===== config.mk =====
export PLATFORM = sky130hd
export DESIGN_NAME = alu_cs32
export DESIGN_NICKNAME = d
export VERILOG_FILES = /design/src/rtl/alu_cs_pkg.sv /design/src/rtl/csa_opnd_prep.sv /design/src/rtl/csa_slice.sv /design/src/rtl/csa_adder.sv /design/src/rtl/alu_cs32.sv
export SDC_FILE = /design/constraint.sdc
export NUM_CORES = 1
export LEC_CHECK = 0
export ABC_CLOCK_PERIOD_IN_PS = 35200
export BUFFER_PORTS_ARGS = -buffer_cell sky130_fd_sc_hd__buf_2
export CAP_MARGIN = 0
export CORE_UTILIZATION = 55
export DETAILED_ROUTE_END_ITERATION = 10
export GPL_TIMING_DRIVEN = 0
export PLACE_DENSITY = 0.84
export SYNTH_ARGS = -nofsm -noshare
export SYNTH_HDL_FRONTEND = slang
export SYNTH_SLANG_ARGS = --single-unit

===== constraint.sdc =====
create_clock -name vclk -period 35.2
set_clock_uncertainty 0.15 [all_clocks]
set_input_delay 5.28 -clock vclk [all_inputs]
set_output_delay 5.28 -clock vclk [all_outputs]
set_load 0.05 [all_outputs]

===== src/rtl/alu_cs_pkg.sv =====
package alu_cs_pkg;
   typedef enum logic [1:0] {
      FN_ADD = 2'd0,
      FN_OR  = 2'd1,
      FN_XOR = 2'd2,
      FN_AND = 2'd3
   } alu_fn_e;

   typedef enum logic [1:0] {
      SH_PASS = 2'd0,
      SH_SRL1 = 2'd1,
      SH_SRA1 = 2'd2,
      SH_SLL1 = 2'd3
   } a_shift_e;
endpackage


===== src/rtl/csa_opnd_prep.sv =====
module csa_opnd_prep #(
   parameter int WIDTH = 32
) (
   input  logic [WIDTH-1:0] a_raw,
   input  logic [WIDTH-1:0] b_raw,
   input  logic             zero_a,
   input  logic             inv_a,
   input  logic             inv_b,
   input  logic [1:0]       shift_sel,
   output logic [WIDTH-1:0] a_out,
   output logic [WIDTH-1:0] b_out
);
   import alu_cs_pkg::*;
   localparam int MSB = WIDTH - 1;

   logic [WIDTH-1:0] a_z;
   logic [WIDTH-1:0] a_sh;

   if (WIDTH < 2) begin : g_bad_width
      $error("csa_opnd_prep: WIDTH must be at least 2");
   end

   always_comb begin
      a_z = zero_a ? '0 : a_raw;
      case (a_shift_e'(shift_sel))
         SH_SRL1: a_sh = {1'b0, a_z[MSB:1]};
         SH_SRA1: a_sh = {a_z[MSB], a_z[MSB:1]};
         SH_SLL1: a_sh = {a_z[MSB-1:0], 1'b0};
         default: a_sh = a_z;
      endcase
      a_out = a_sh ^ {WIDTH{inv_a}};
      b_out = b_raw ^ {WIDTH{inv_b}};
   end

   // zeroing happens ahead of shift and complement
   always_comb begin
      if (zero_a) begin
         assert_zero_first_R8: assert (a_out == {WIDTH{inv_a}})
            else $error("zeroed A not constant after prep");
      end
   end
endmodule


===== src/rtl/csa_slice.sv =====
module csa_slice #(
   parameter int SW        = 8,
   parameter bit SPECULATE = 1'b1
) (
   input  logic [SW-1:0] a,
   input  logic [SW-1:0] b,
   input  logic          cin,
   output logic [SW-1:0] sum,
   output logic          cout
);
   function automatic logic [SW:0] ripple(input logic [SW-1:0] x,
                                          input logic [SW-1:0] y,
                                          input logic ci);
      logic          c;
      logic [SW-1:0] s;
      c = ci;
      for (int i = 0; i < SW; i++) begin
         s[i] = x[i] ^ y[i] ^ c;
         c    = (x[i] & y[i]) | (c & (x[i] ^ y[i]));
      end
      return {c, s};
   endfunction

   if (SW < 1) begin : g_bad_sw
      $error("csa_slice: SW must be positive");
   end

   if (SPECULATE) begin : g_select
      logic [SW:0] chain0;
      logic [SW:0] chain1;
      always_comb begin
         chain0 = ripple(a, b, 1'b0);
         chain1 = ripple(a, b, 1'b1);
         {cout, sum} = cin ? chain1 : chain0;
      end
      // a carry out with carry-in 0 must also appear with carry-in 1
      always_comb begin
         if (chain0[SW]) begin
            assert_spec_mono_R11: assert (chain1[SW])
               else $error("speculative chains disagree");
         end
      end
   end else begin : g_ripple
      always_comb {cout, sum} = ripple(a, b, cin);
   end
endmodule


===== src/rtl/csa_adder.sv =====
module csa_adder #(
   parameter int WIDTH   = 32,
   parameter int SLICE_W = 8
) (
   input  logic [WIDTH-1:0] a,
   input  logic [WIDTH-1:0] b,
   input  logic             cin,
   output logic [WIDTH-1:0] sum,
   output logic             cout,
   output logic             c_msb
);
   localparam int NS  = WIDTH / SLICE_W;
   localparam int MSB = WIDTH - 1;

   if ((WIDTH % SLICE_W) != 0 || SLICE_W < 1) begin : g_bad_split
      $error("csa_adder: WIDTH must be a multiple of SLICE_W");
   end

   logic [NS:0] carry;
   assign carry[0] = cin;

   for (genvar g = 0; g < NS; g++) begin : g_slice
      csa_slice #(
         .SW        (SLICE_W),
         .SPECULATE (g != 0)
      ) u_slice (
         .a    (a[g*SLICE_W +: SLICE_W]),
         .b    (b[g*SLICE_W +: SLICE_W]),
         .cin  (carry[g]),
         .sum  (sum[g*SLICE_W +: SLICE_W]),
         .cout (carry[g+1])
      );
   end

   assign cout  = carry[NS];
   assign c_msb = a[MSB] ^ b[MSB] ^ sum[MSB];

   always_comb begin
      assert_slice_sum_R1: assert ({cout, sum} ==
            ({1'b0, a} + {1'b0, b} + {{WIDTH{1'b0}}, cin}))
         else $error("sliced sum differs from full-width sum");
   end
endmodule


===== src/rtl/alu_cs32.sv =====
module alu_cs32 #(
   parameter int WIDTH   = 32,
   parameter int SLICE_W = 8
) (
   input  logic [WIDTH-1:0] opa_i,
   input  logic [WIDTH-1:0] opb_i,
   input  logic             inv_a_i,
   input  logic             inv_b_i,
   input  logic             zero_a_i,
   input  logic [1:0]       shift_sel_i,
   input  logic [1:0]       fn_sel_i,
   input  logic             carry_in_i,
   input  logic             inv_cin_i,
   output logic [WIDTH-1:0] result_o,
   output logic             flag_n_o,
   output logic             flag_z_o,
   output logic             flag_c_o,
   output logic             flag_v_o
);
   import alu_cs_pkg::*;
   localparam int MSB = WIDTH - 1;

   logic [WIDTH-1:0] a_p;
   logic [WIDTH-1:0] b_p;
   logic [WIDTH-1:0] add_sum;
   logic             add_cout;
   logic             add_cmsb;
   logic             cin_eff;
   alu_fn_e          fn;

   assign cin_eff = carry_in_i ^ inv_cin_i;
   assign fn      = alu_fn_e'(fn_sel_i);

   csa_opnd_prep #(.WIDTH(WIDTH)) u_prep (
      .a_raw     (opa_i),
      .b_raw     (opb_i),
      .zero_a    (zero_a_i),
      .inv_a     (inv_a_i),
      .inv_b     (inv_b_i),
      .shift_sel (shift_sel_i),
      .a_out     (a_p),
      .b_out     (b_p)
   );

   csa_adder #(.WIDTH(WIDTH), .SLICE_W(SLICE_W)) u_add (
      .a     (a_p),
      .b     (b_p),
      .cin   (cin_eff),
      .sum   (add_sum),
      .cout  (add_cout),
      .c_msb (add_cmsb)
   );

   always_comb begin
      case (fn)
         FN_OR:   result_o = a_p | b_p;
         FN_XOR:  result_o = a_p ^ b_p;
         FN_AND:  result_o = a_p & b_p;
         default: result_o = add_sum;
      endcase
      flag_n_o = result_o[MSB];
      flag_z_o = ~|result_o;
      flag_c_o = (fn == FN_ADD) & add_cout;
      flag_v_o = (fn == FN_ADD) & (add_cout ^ add_cmsb);
   end

   always_comb begin
      if (fn != FN_ADD) begin
         assert_logic_cv_R5: assert (!flag_c_o && !flag_v_o)
            else $error("carry/overflow set on logical op");
      end else begin
         assert_no_overflow_R3: assert (flag_v_o ==
               ((a_p[MSB] == b_p[MSB]) && (add_sum[MSB] != a_p[MSB])))
            else $error("overflow flag disagrees with operand signs");
      end
      if (flag_z_o) begin
         assert_zero_not_neg_R6: assert (!flag_n_o)
            else $error("zero and negative both set");
      end
   end
endmodule


# Word-level counts from Yosys, hierarchy flattened
# Index checks and enable logic that the tools add are counted.
# Widths: inputs -> output; s select.
[totals]
regBits = 0
wordCells = 245
[classes]
n_eq_ne = 6
muxes = 6
bitwise_logic = 230
reduce_logical = 3
[op_table]
columns = ["op", "n"]
rows = [
  ["$pmux 32 s3", 2],
  ["$xor 32x32->32", 3],
  ["$xor 1x1->1", 85],
  ["$and 1x1->1", 84],
  ["$or 1x1->1", 53],
  ["$and 32x32->32", 1],
  ["$mux 32", 1],
  ["$or 32x32->32", 1],
  ["$reduce_or 32->1", 1],
  ["$mux 9", 3],
  ["$eq 2x2->1 const B", 4],
  ["$eq 2x1->1 const B", 2],
  ["$not 1->1", 3],
  ["$logic_not 2->1", 1],
  ["$logic_not 1->1", 1],
]

# Logic depth before layout (Yosys ltp)
# Gate-level depths: netlist (run 1).
[depth]
ltp_word = 26
ltp_mapped = 53
depth_no_buf = 51

# Cells and area by module
# A second synthesis (run 1) with hierarchy kept.
[hier_totals]
cells_unflattened = 494
hier_area_um2 = 4551.9
[modules_own_cells]
columns = ["mod", "instances", "cells_each", "area_per_inst_um2"]
rows = [
  ["alu_cs32", 1, 216, 2058.2],
  ["csa_opnd_prep", 1, 202, 1630.3],
  ["csa_slice (u_add.g_slice[1].u_slice ...)", 3, 19, 214.0],
  ["csa_slice (u_add.g_slice[0].u_slice)", 1, 18, 197.7],
  ["csa_adder", 1, 1, 23.8],
]

# Worst setup path before layout (run 1)
# OpenSTA, ideal clock, no wires.
[synth_path]
path_kind = "input -> output"
startpoint = "input port shift_sel_i[1]"
endpoint = "output port flag_z_o"
arrival_ns = 19.653
t_required_ns = 29.770
slack_ns = 10.117
cell_stages = 50
n_path_buf = 3
cell_sequence = "clkbuf_1 -> buf_2 -> buf_2 -> nand2_1 -> a31oi_1 -> xnor2_1 -> inv_1 -> fa_1 -> fa_1 -> inv_1 -> fa_1 -> inv_1 -> fa_1 -> fa_1 -> fa_1 -> fa_1 -> inv_1 -> fa_1 -> [... 14 more ...] -> fa_1 -> fa_1 -> inv_1 -> fa_1 -> o21ai_0 -> fa_1 -> fa_1 -> fa_1 -> inv_1 -> fa_1 -> inv_1 -> fa_1 -> fa_1 -> fa_1 -> mux4_2 -> nor4_2 -> nand4_1 -> nor4_2"
[synth_via]
elab_chain_cells = 26
[synth_lines]
columns = ["element", "line", "source"]
rows = [
  ["from (decl)", "alu_cs32.sv:10", "input logic [1:0] shift_sel_i,"],
  ["$eq 2x2->1 or $eq 2x1->1 (tied branches)", "csa_opnd_prep.sv:25", "case (a_shift_e'(shift_sel))"],
  ["$pmux 32 s3 *", "csa_opnd_prep.sv:25", ""],
  ["$xor 32x32->32 *", "csa_opnd_prep.sv:31", "a_out = a_sh ^ {WIDTH{inv_a}};"],
  ["$xor 1x1->1", "csa_slice.sv:19", "c = (x[i] & y[i]) | (c & (x[i] ^ y[i]));"],
  ["$and 1x1->1", "csa_slice.sv:19", ""],
  ["$or 1x1->1", "csa_slice.sv:19", ""],
  ["$and 1x1->1", "csa_slice.sv:19", ""],
  ["$or 1x1->1", "csa_slice.sv:19", ""],
  ["[... 9 more ...]", "--", ""],
  ["$or 1x1->1", "csa_slice.sv:19", ""],
  ["$and 1x1->1", "csa_slice.sv:19", ""],
  ["$or 1x1->1", "csa_slice.sv:19", ""],
  ["$mux 9 (3 in series)", "csa_slice.sv:34", "{cout, sum} = cin ? chain1 : chain0;"],
  ["$pmux 32 s3 *", "alu_cs32.sv:55", "case (fn)"],
  ["via flag_n_o", "alu_cs32.sv:15", "output logic flag_n_o,"],
  ["$reduce_or 32->1 *", "alu_cs32.sv:62", "flag_z_o = ~|result_o;"],
  ["$logic_not 1->1 *", "alu_cs32.sv:62", ""],
  ["to (decl)", "alu_cs32.sv:16", "output logic flag_z_o,"],
]
# Mark *: on every way through the listed nets, which the timed path passes. The rest lies on a longest branch.

# Final worst setup path (run 1)
[layout_path]
startpoint = "input port shift_sel_i[1]"
endpoint = "output port flag_z_o"
[layout_via]
elab_chain_cells = 26
[layout_lines]
columns = ["element", "line"]
rows = [
  ["$eq 2x2->1 or $eq 2x1->1 (tied branches)", "csa_opnd_prep.sv:25"],
  ["$pmux 32 s3 *", "csa_opnd_prep.sv:25"],
  ["$xor 32x32->32 *", "csa_opnd_prep.sv:31"],
  ["$xor 1x1->1", "csa_slice.sv:18, csa_slice.sv:19"],
  ["$and 1x1->1", "csa_slice.sv:19"],
  ["$or 1x1->1", "csa_slice.sv:19"],
  ["$and 1x1->1", "csa_slice.sv:19"],
  ["$or 1x1->1", "csa_slice.sv:19"],
  ["[... 8 more ...]", "--"],
  ["$and 1x1->1", "csa_slice.sv:19"],
  ["$or 1x1->1", "csa_slice.sv:19"],
  ["$and 1x1->1", "csa_slice.sv:19"],
  ["$or 1x1->1", "csa_slice.sv:19"],
  ["$mux 9 (3 in series)", "csa_slice.sv:34"],
  ["$pmux 32 s3 *", "alu_cs32.sv:55"],
  ["$reduce_or 32->1 *", "alu_cs32.sv:62"],
  ["$logic_not 1->1 *", "alu_cs32.sv:62"],
]
# Mark *: on every way between the ends. The rest lies on a longest branch, timed or not.

==> results of run 1 <==
==> layout by cell type, fill, tap and decap left out, types with 2 or more instances in the layout <==
master	netlist	final
nor4_1	4	4
buf_1	6	6
clkbuf_1	16	16
mux4_1	5	5
mux4_2	24	24
and2_1	4	4
nor3_1	2	2
o311a_1	6	6
fa_1	29	29
ha_1	64	64
nand2_1	18	18
mux2i_1	7	7
nor2_1	5	5
a21oi_1	22	22
nand3_1	3	3
buf_4	3	3
inv_2	2	2
inv_1	106	106
nor2b_1	24	24
o21ai_0	4	4
xnor2_1	6	6
nor4_2	3	3
a211oi_1	43	43
buf_2	8	111
a311oi_1	5	5
xor2_1	64	64
buf_6	2	2
==> logic make-up (layout without fill, tap and decap cells) <==
family                   after synthesis  after routing  share of synthesized area (%)
multiplexers                          36             36                          17.34
AND/OR/NAND/NOR                       66             66                          8.657
buffers and inverters                144            247                          13.86
adder cells (fa/ha/maj)               93             93                          32.29
XOR/XNOR                              70             70                          14.33
AO/OA/AOI/OAI                         83             83                          13.51
==> power by group <==
part           switching, uW  internal [uW]  total (uW)
Combinational           97.8           53.3         151
Clock                      0              0           0
Sequential                 0              0           0
==> Yosys cell counts (7+ instances only) <==
master and number:
mux2i_1 7, clkbuf_1 16, a21oi_1 22, mux4_2 24
inv_1 106, fa_1 29, xor2_1 64, nand2_1 18
a211oi_1 43, ha_1 64, nor2b_1 24, buf_2 8
==> cell type report <==
type / count / share of cell area [%]
timing repair buffer: 103 / 10.48
multi-input combinational: 348 / 74.94
tap: 99 / 2.519
inverter: 108 / 8.244
buffer: 36 / 3.817
==> metrics by stage <==
| stage | setup slack [ps] | utilization, % |
|---|---|---|
| 2_1_floorplan | 10120 | - |
| 3_3_place_gp | 9716 | 66.72 |
| 3_5_place_dp | 9488 | 66.72 |
| 4_1_cts | 9470 | 66.72 |
| 5_1_grt | 8666 | 66.72 |
| 6_report | 9394 | 66.72 |
==> critical path, delay by kind of cell <==
family                     cells  cell delay, ps
adders and majority gates     29           11230
AOI/OAI and AO/OA              4             670
xor gates and xnor gates       1             190
muxes                          1             530
and+or+nand+nor                4             770
buffers and inverters         12            1680
==> worst paths after layout <==
check           start           end  slack (ps)  cells after the start
min       fn_sel_i[0]  result_o[20]       11050                      3
max    shift_sel_i[1]      flag_z_o        9390                     51
==> layer usage <==
layer | share of wire [%] | routed length, um
met2 | 50 | 5832
met3 | 7.3 | 847
met5 | 0 | 0
met1 | 41 | 4807
met4 | 1.2 | 138
==> results.ini, run 1 <==
[floorplan]
die_area_um2 = 8134
core.rowCount = 31
initial_core_util_pct = 58.05
io_pins = 109
die_w_um = 90.19
fp.dieH_um = 90.19
core_area_um2 = 7370

[setup_path]
setup.worst_path.class = input pin to output pin
cpMostUsedCell = fa_1
path_max_fanout = 10
cp.required_ps = 29770
end_kind = output pin
slowest_delay_ps = 530
crit_slowest_cell = mux4_2
worstPathArrival_ps = 20380
start_kind = input pin

[route]
drt-total-wl_mm = 11.63
first_iter_violations = 235
drt-wirelength-per-cell_um = 16.75
num_vias = 3975
drc = 0
vias_per_cell = 5.728
antenna_left = 0
firstDrtPassIters = 5

[global_route]
grt_start_max_net_pins = 11
top_usage_layer = met2
gr-usage-met3_pct = 2.115
grt_antenna_before_repair = 0
grt_use_met1_pct = 37.56
grt_pass1_wl_mm = 19.11
grt_pass1_vias = 4041
met2_usage_pct = 53.18
gr-total-overflow = 0
grt.total_usage_pct = 28.85

[final_layout]
nets = 763
fillers = 610
n_antenna_cell = 0
flops_and_latches = 0
stdcell_count = 694
multi_input_area_um2 = 3685
fin_area_um2 = 4917
syn_to_final_growth_pct = 14.95
clkbuf_count = 0
drive_above_1_share_pct = 24.54
regArea_um2 = 0

[yosys]
synth_top_area_share_pct = 18.72
synth-seq-area-share_pct = 0
synth_cells = 492
ys_top_cells_by_area = ha_1 19%, fa_1 14%, xor2_1 13%, mux4_2 13%, inv_1 9.3%
synth_area_leader_cell = ha_1
syn-num-nets = 658
syn-cell-area_um2 = 4278
avgSynthCellArea_um2 = 8.695
ys_warn_count = 0
synthDistinctLibCells = 34

[job]
maxCapViolations = 0

[hold_path]
hp-class = input pin to output pin

[pwr]
ir_drop_mv = 0.01293
power.density_nw_per_um2 = 30.72
power_leakage_uw = 0.002518
power_uw = 151.1

[sta]
maxSlewViolCount = 0
hold_ws_ps = 11050
period_needed_ps = 25810
setup-tns-final_ps = 0
slew_headroom_pct = 48.18
setup_viol = 0
fin_crit_sh_pct = 73.31
rsz0062_at_grt = no
max_freq_ghz = 0.03875
finalHoldViolCount = 0
tightest_slew_ps = 777.4

[place]
post-place-cells = 694
port_buffers = 103
place_congestion = 0.9958
dpl_cell_area_um2 = 4917
hpwl_mm = 9.949

[clocking]
cts_resized = 0
post_cts_buffers = 0
cts_hold_buf = 0

[run_status]
status = finished clean

No activity file was read; power rests on OpenSTA's default activity.
==> inputs of run 2 (changes only) <==
- ABC_CLOCK_PERIOD_IN_PS: 35200 -> 21100
- CORE_UTILIZATION: 55 -> 52
- clock period: 35.2 -> 21.1 ns (I/O delays scaled with it)
==> run 2 against run 1 <==
Net effect:
- via count fell by 1.1%
- combinational power is 68% higher
- critical path depth unchanged
- sequential share of layout area unchanged
- critical path type unchanged
- largest cell class unchanged
==> results.ini, run 2 (synthesis gave the netlist of run 1 again) <==
[sta]
tightest_slew_ps = 759.6
period_needed_ps = 20530
slew_headroom_pct = 49.36
maxSlewViolCount = 0
max_freq_ghz = 0.04871
finalWorstSetupSlack_ps = 571.7
setup-tns-final_ps = 0
finalHoldViolCount = 0
setup_viol = 0
rsz0062_at_grt = no
fin_crit_sh_pct = 97.29
hold_ws_ps = 6825

[pwr]
swShare_pct = 64.23
switchingPower_uw = 163.4
ir_drop_mv = 0.01899
pwr-share-comb_pct = 100.0
power_leakage_uw = 0.002533
power.density_nw_per_um2 = 51.18
p_clk_share_pct = 0
internal_power_uw = 91.00
power_frac_seq_pct = 0
power_uw = 254.4

[final_layout]
n_antenna_cell = 0
fillers = 649
drive_above_1_share_pct = 27.10
clkbuf_count = 0
nets = 762
flops_and_latches = 0
final_common_cell = buf_2
layout_common_cells = 108 x buf_2, 106 x inv_1, 64 x xor2_1, 64 x ha_1, 42 x a211oi_1
fin_area_um2 = 4971
syn_to_final_growth_pct = 16.20
regArea_um2 = 0
multi_input_area_um2 = 3724

[global_route]
gr-total-overflow = 0
grt_pass1_wl_mm = 18.24
grt_start_max_net_pins = 20
grt_antenna_before_repair = 0
grt_pass1_vias = 3942
grt.total_usage_pct = 26.60

[place]
pre_cts_slack_ps = -262.0
dpl_cell_area_um2 = 4921
hpwl_mm = 9.926
port_buffers = 103
place_congestion = 0.9262

[setup_path]
end_kind = output pin
setup.worst_path.class = input pin to output pin
crit_family = adder cells
crit_slowest_cell = mux4_2
worstPathArrival_ps = 17210
slowest_delay_ps = 500
cp.required_ps = 17790
cpMostUsedCell = fa_1
start_kind = input pin
crit_buf_inv = 11
path_max_fanout = 10

[route]
met3WireLength_um = 685
highest_layer = met4
firstDrtPassIters = 4
drt-wirelength-per-cell_um = 16.60
first_iter_violations = 172
wl_met2_mm = 5.742
drt-total-wl_mm = 11.55
num_vias = 3930
vias_per_cell = 5.647
drc = 0
wl_met1_mm = 4.871
antenna_left = 0

[run_status]
status = finished clean

[floorplan]
core.rowCount = 32
fp.dieH_um = 92.70
core_area_um2 = 7848
io_pins = 109
initial_core_util_pct = 54.51
die_w_um = 92.70
die_area_um2 = 8593

[job]
maxCapViolations = 0

[hold_path]
hp-class = input pin to output pin

## run 2: stage by stage
| stage | std cells | util, % |
|---|---|---|
| detailed placement | 697 | 62.71 |
| global placement | 697 | 62.71 |
| floorplan | 492 | - |
| finish | 696 | 63.35 |
| CTS | 695 | 62.77 |
| global route | 696 | 63.35 |
## run 2: area by class of cell
class              instances  share of cell area (%)
plain buffers             34                   3.801
well taps                102                   2.567
repair buffers           104                   10.57
multi-input cells        348                   74.91
inverters                108                   8.155
## run 2: final timing paths
check | slack [ps] | cells past startpoint | startpoint | endpoint
max | 570 | 51 | shift_sel_i[1] | flag_z_o
min | 6820 | 3 | fn_sel_i[0] | result_o[25]
## run 2: what timing repair did
action                                  in CTS  in global routing
hold buffers                                 0                  0
endpoints found under the setup margin       1                  3
pin swaps                                    0                  1
gates resized for setup                      5                 17
buffers inserted                             0                  1
## run 2: metal layers
layer	global-route usage [%]	vias up
li1	-	1856
met1	35.25	1865
met2	47.90	183
met3	1.232	26
met4	5.897	0
met5	0	-
## run 2: power by group through the flow
stage | clock network (uW) | logic (uW) | registers, uW
2_1_floorplan | 0 | 190 | 0
3_3_place_gp | 0 | 236 | 0
3_5_place_dp | 0 | 250 | 0
4_1_cts | 0 | 251 | 0
5_1_grt | 0 | 276 | 0
6_report | 0 | 254 | 0
==> inputs of run 3 (changes only) <==
- PLACE_DENSITY: 0.84 -> 0.91
==> run 3 against run 2 <==
Net effect:
- utilization rose by 0.59 points
- critical path type unchanged
- critical path depth decreased by 1
- global-route usage rose by 1.8 points
- critical endpoint unchanged
- first-iteration DRC count rose by 80%
- maximum frequency fell by 0.18%
- final cell count rose by 0.43%
- final area is 0.93% higher
- non-clock buffer count up 3
- setup slack got worse by 38 ps
==> results.ini, run 3 (synthesis gave the netlist of run 1 again) <==
[pwr]
power_leakage_uw = 0.002549
power_uw = 260.5
switchingPower_uw = 167.3
p_clk_share_pct = 0
power.density_nw_per_um2 = 51.92
internal_power_uw = 93.24
swShare_pct = 64.21
pwr-share-comb_pct = 100.0
power_frac_seq_pct = 0
ir_drop_mv = 0.02351

[setup_path]
setup.worst_path.class = input pin to output pin
path_max_fanout = 10
slowest_delay_ps = 500
endpoint = flag_z_o
worstPathArrival_ps = 17250
start_kind = input pin
end_kind = output pin
startpoint = shift_sel_i[1]
crit_slowest_cell = fa_1
cpMostUsedCell = fa_1
cp.required_ps = 17790

[floorplan]
initial_core_util_pct = 54.51
io_pins = 109
die_w_um = 92.70
core_area_um2 = 7848
core.rowCount = 32
fp.dieH_um = 92.70
die_area_um2 = 8593

[route]
num_vias = 4023
first_iter_violations = 310
drt-total-wl_mm = 12.09
vias_per_cell = 5.755
drc = 0
firstDrtPassIters = 7
drt-wirelength-per-cell_um = 17.29
antenna_left = 0

[global_route]
grt_pass1_vias = 4252
grt_antenna_before_repair = 0
grt.total_usage_pct = 28.41
gr-total-overflow = 0
grt_start_max_net_pins = 14
grt_pass1_wl_mm = 19.35

[place]
hpwl_mm = 10.16
pre_cts_slack_ps = -416.2
place_congestion = 0.9737
post-place-cells = 697
port_buffers = 103

[sta]
setup_viol = 0
finalWorstSetupSlack_ps = 533.8
setup-tns-final_ps = 0
tightest_slew_ps = 740.5
slew_headroom_pct = 50.64
rsz0062_at_grt = no
max_freq_ghz = 0.04862
period_needed_ps = 20570
finalHoldViolCount = 0
fin_crit_sh_pct = 97.47
maxSlewViolCount = 0

[hold_path]
hp-class = input pin to output pin

[run_status]
status = finished clean

[final_layout]
drive_above_1_share_pct = 28.14
fillers = 625
regArea_um2 = 0
nets = 765
stdcell_count = 699
multi_input_area_um2 = 3739
clkbuf_count = 0
final_common_cell = buf_2
n_antenna_cell = 0
layout_common_cells = 109 x buf_2, 106 x inv_1, 64 x xor2_1, 64 x ha_1, 43 x a211oi_1
syn_to_final_growth_pct = 17.29
flops_and_latches = 0

[job]
maxCapViolations = 0

[run 3: how the worst min path moves through the flow]
stage	startpoint	end	cells past startpoint
4_1_cts	fn_sel_i[0]	result_o[22]	3
5_1_grt	fn_sel_i[0]	result_o[22]	3
6_report	fn_sel_i[0]	result_o[19]	3
3_5_place_dp	fn_sel_i[0]	result_o[22]	3
3_3_place_gp	fn_sel_i[0]	result_o[19]	3
2_1_floorplan	fn_sel_i[1]	result_o[29]	1
[run 3: critical path, delay by kind of cell]
kind,cells,cell delay [ps]
adder cells (fa/ha/maj),28,10350
buffers and inverters,12,1500
XOR/XNOR,1,250
AO/OA/AOI/OAI,5,810
multiplexers,1,490
AND/OR/NAND/NOR,3,630
[run 3: area by class of cell]
class                      instances  share of cell area, %
timing repair buffer             106                  10.77
multi-input combinational        348                  74.51
inverter                         108                  8.080
buffer                            35                  4.090
tap                              102                  2.544
[run 3: power groups by stage]
stage | registers [uW] | logic, uW | clock network (uW)
6_report | 0 | 261 | 0
5_1_grt | 0 | 282 | 0
4_1_cts | 0 | 253 | 0
3_5_place_dp | 0 | 252 | 0
3_3_place_gp | 0 | 236 | 0
2_1_floorplan | 0 | 190 | 0
[run 3: metal layers]
metal	vias up	global-route usage (%)	routed length (um)	share of wire (%)
met5	-	0	0	0
met4	0	11.67	373	3.1
met3	31	2.381	961	8.0
met2	227	50.19	5938	49
met1	1897	35.61	4812	40
li1	1868	-	-	-
[run 3: what timing repair did]
action                                 in CTS  in global routing
resized for setup                           9                 23
hold buffers                                0                  0
endpoints found under the hold margin       0                  0
setup endpoints to repair                   1                  4
setup buffers                               1                  2
pin swaps                                   1                  3
[run 3: through the flow]
step	cell area, um2	hold slack [ps]	utilization [%]
floorplan	4278	6577	-
global placement	4921	6810	62.71
detailed placement	4921	6825	62.71
CTS	4949	6825	63.06
global route	5017	6833	63.93
finish	5017	6827	63.93
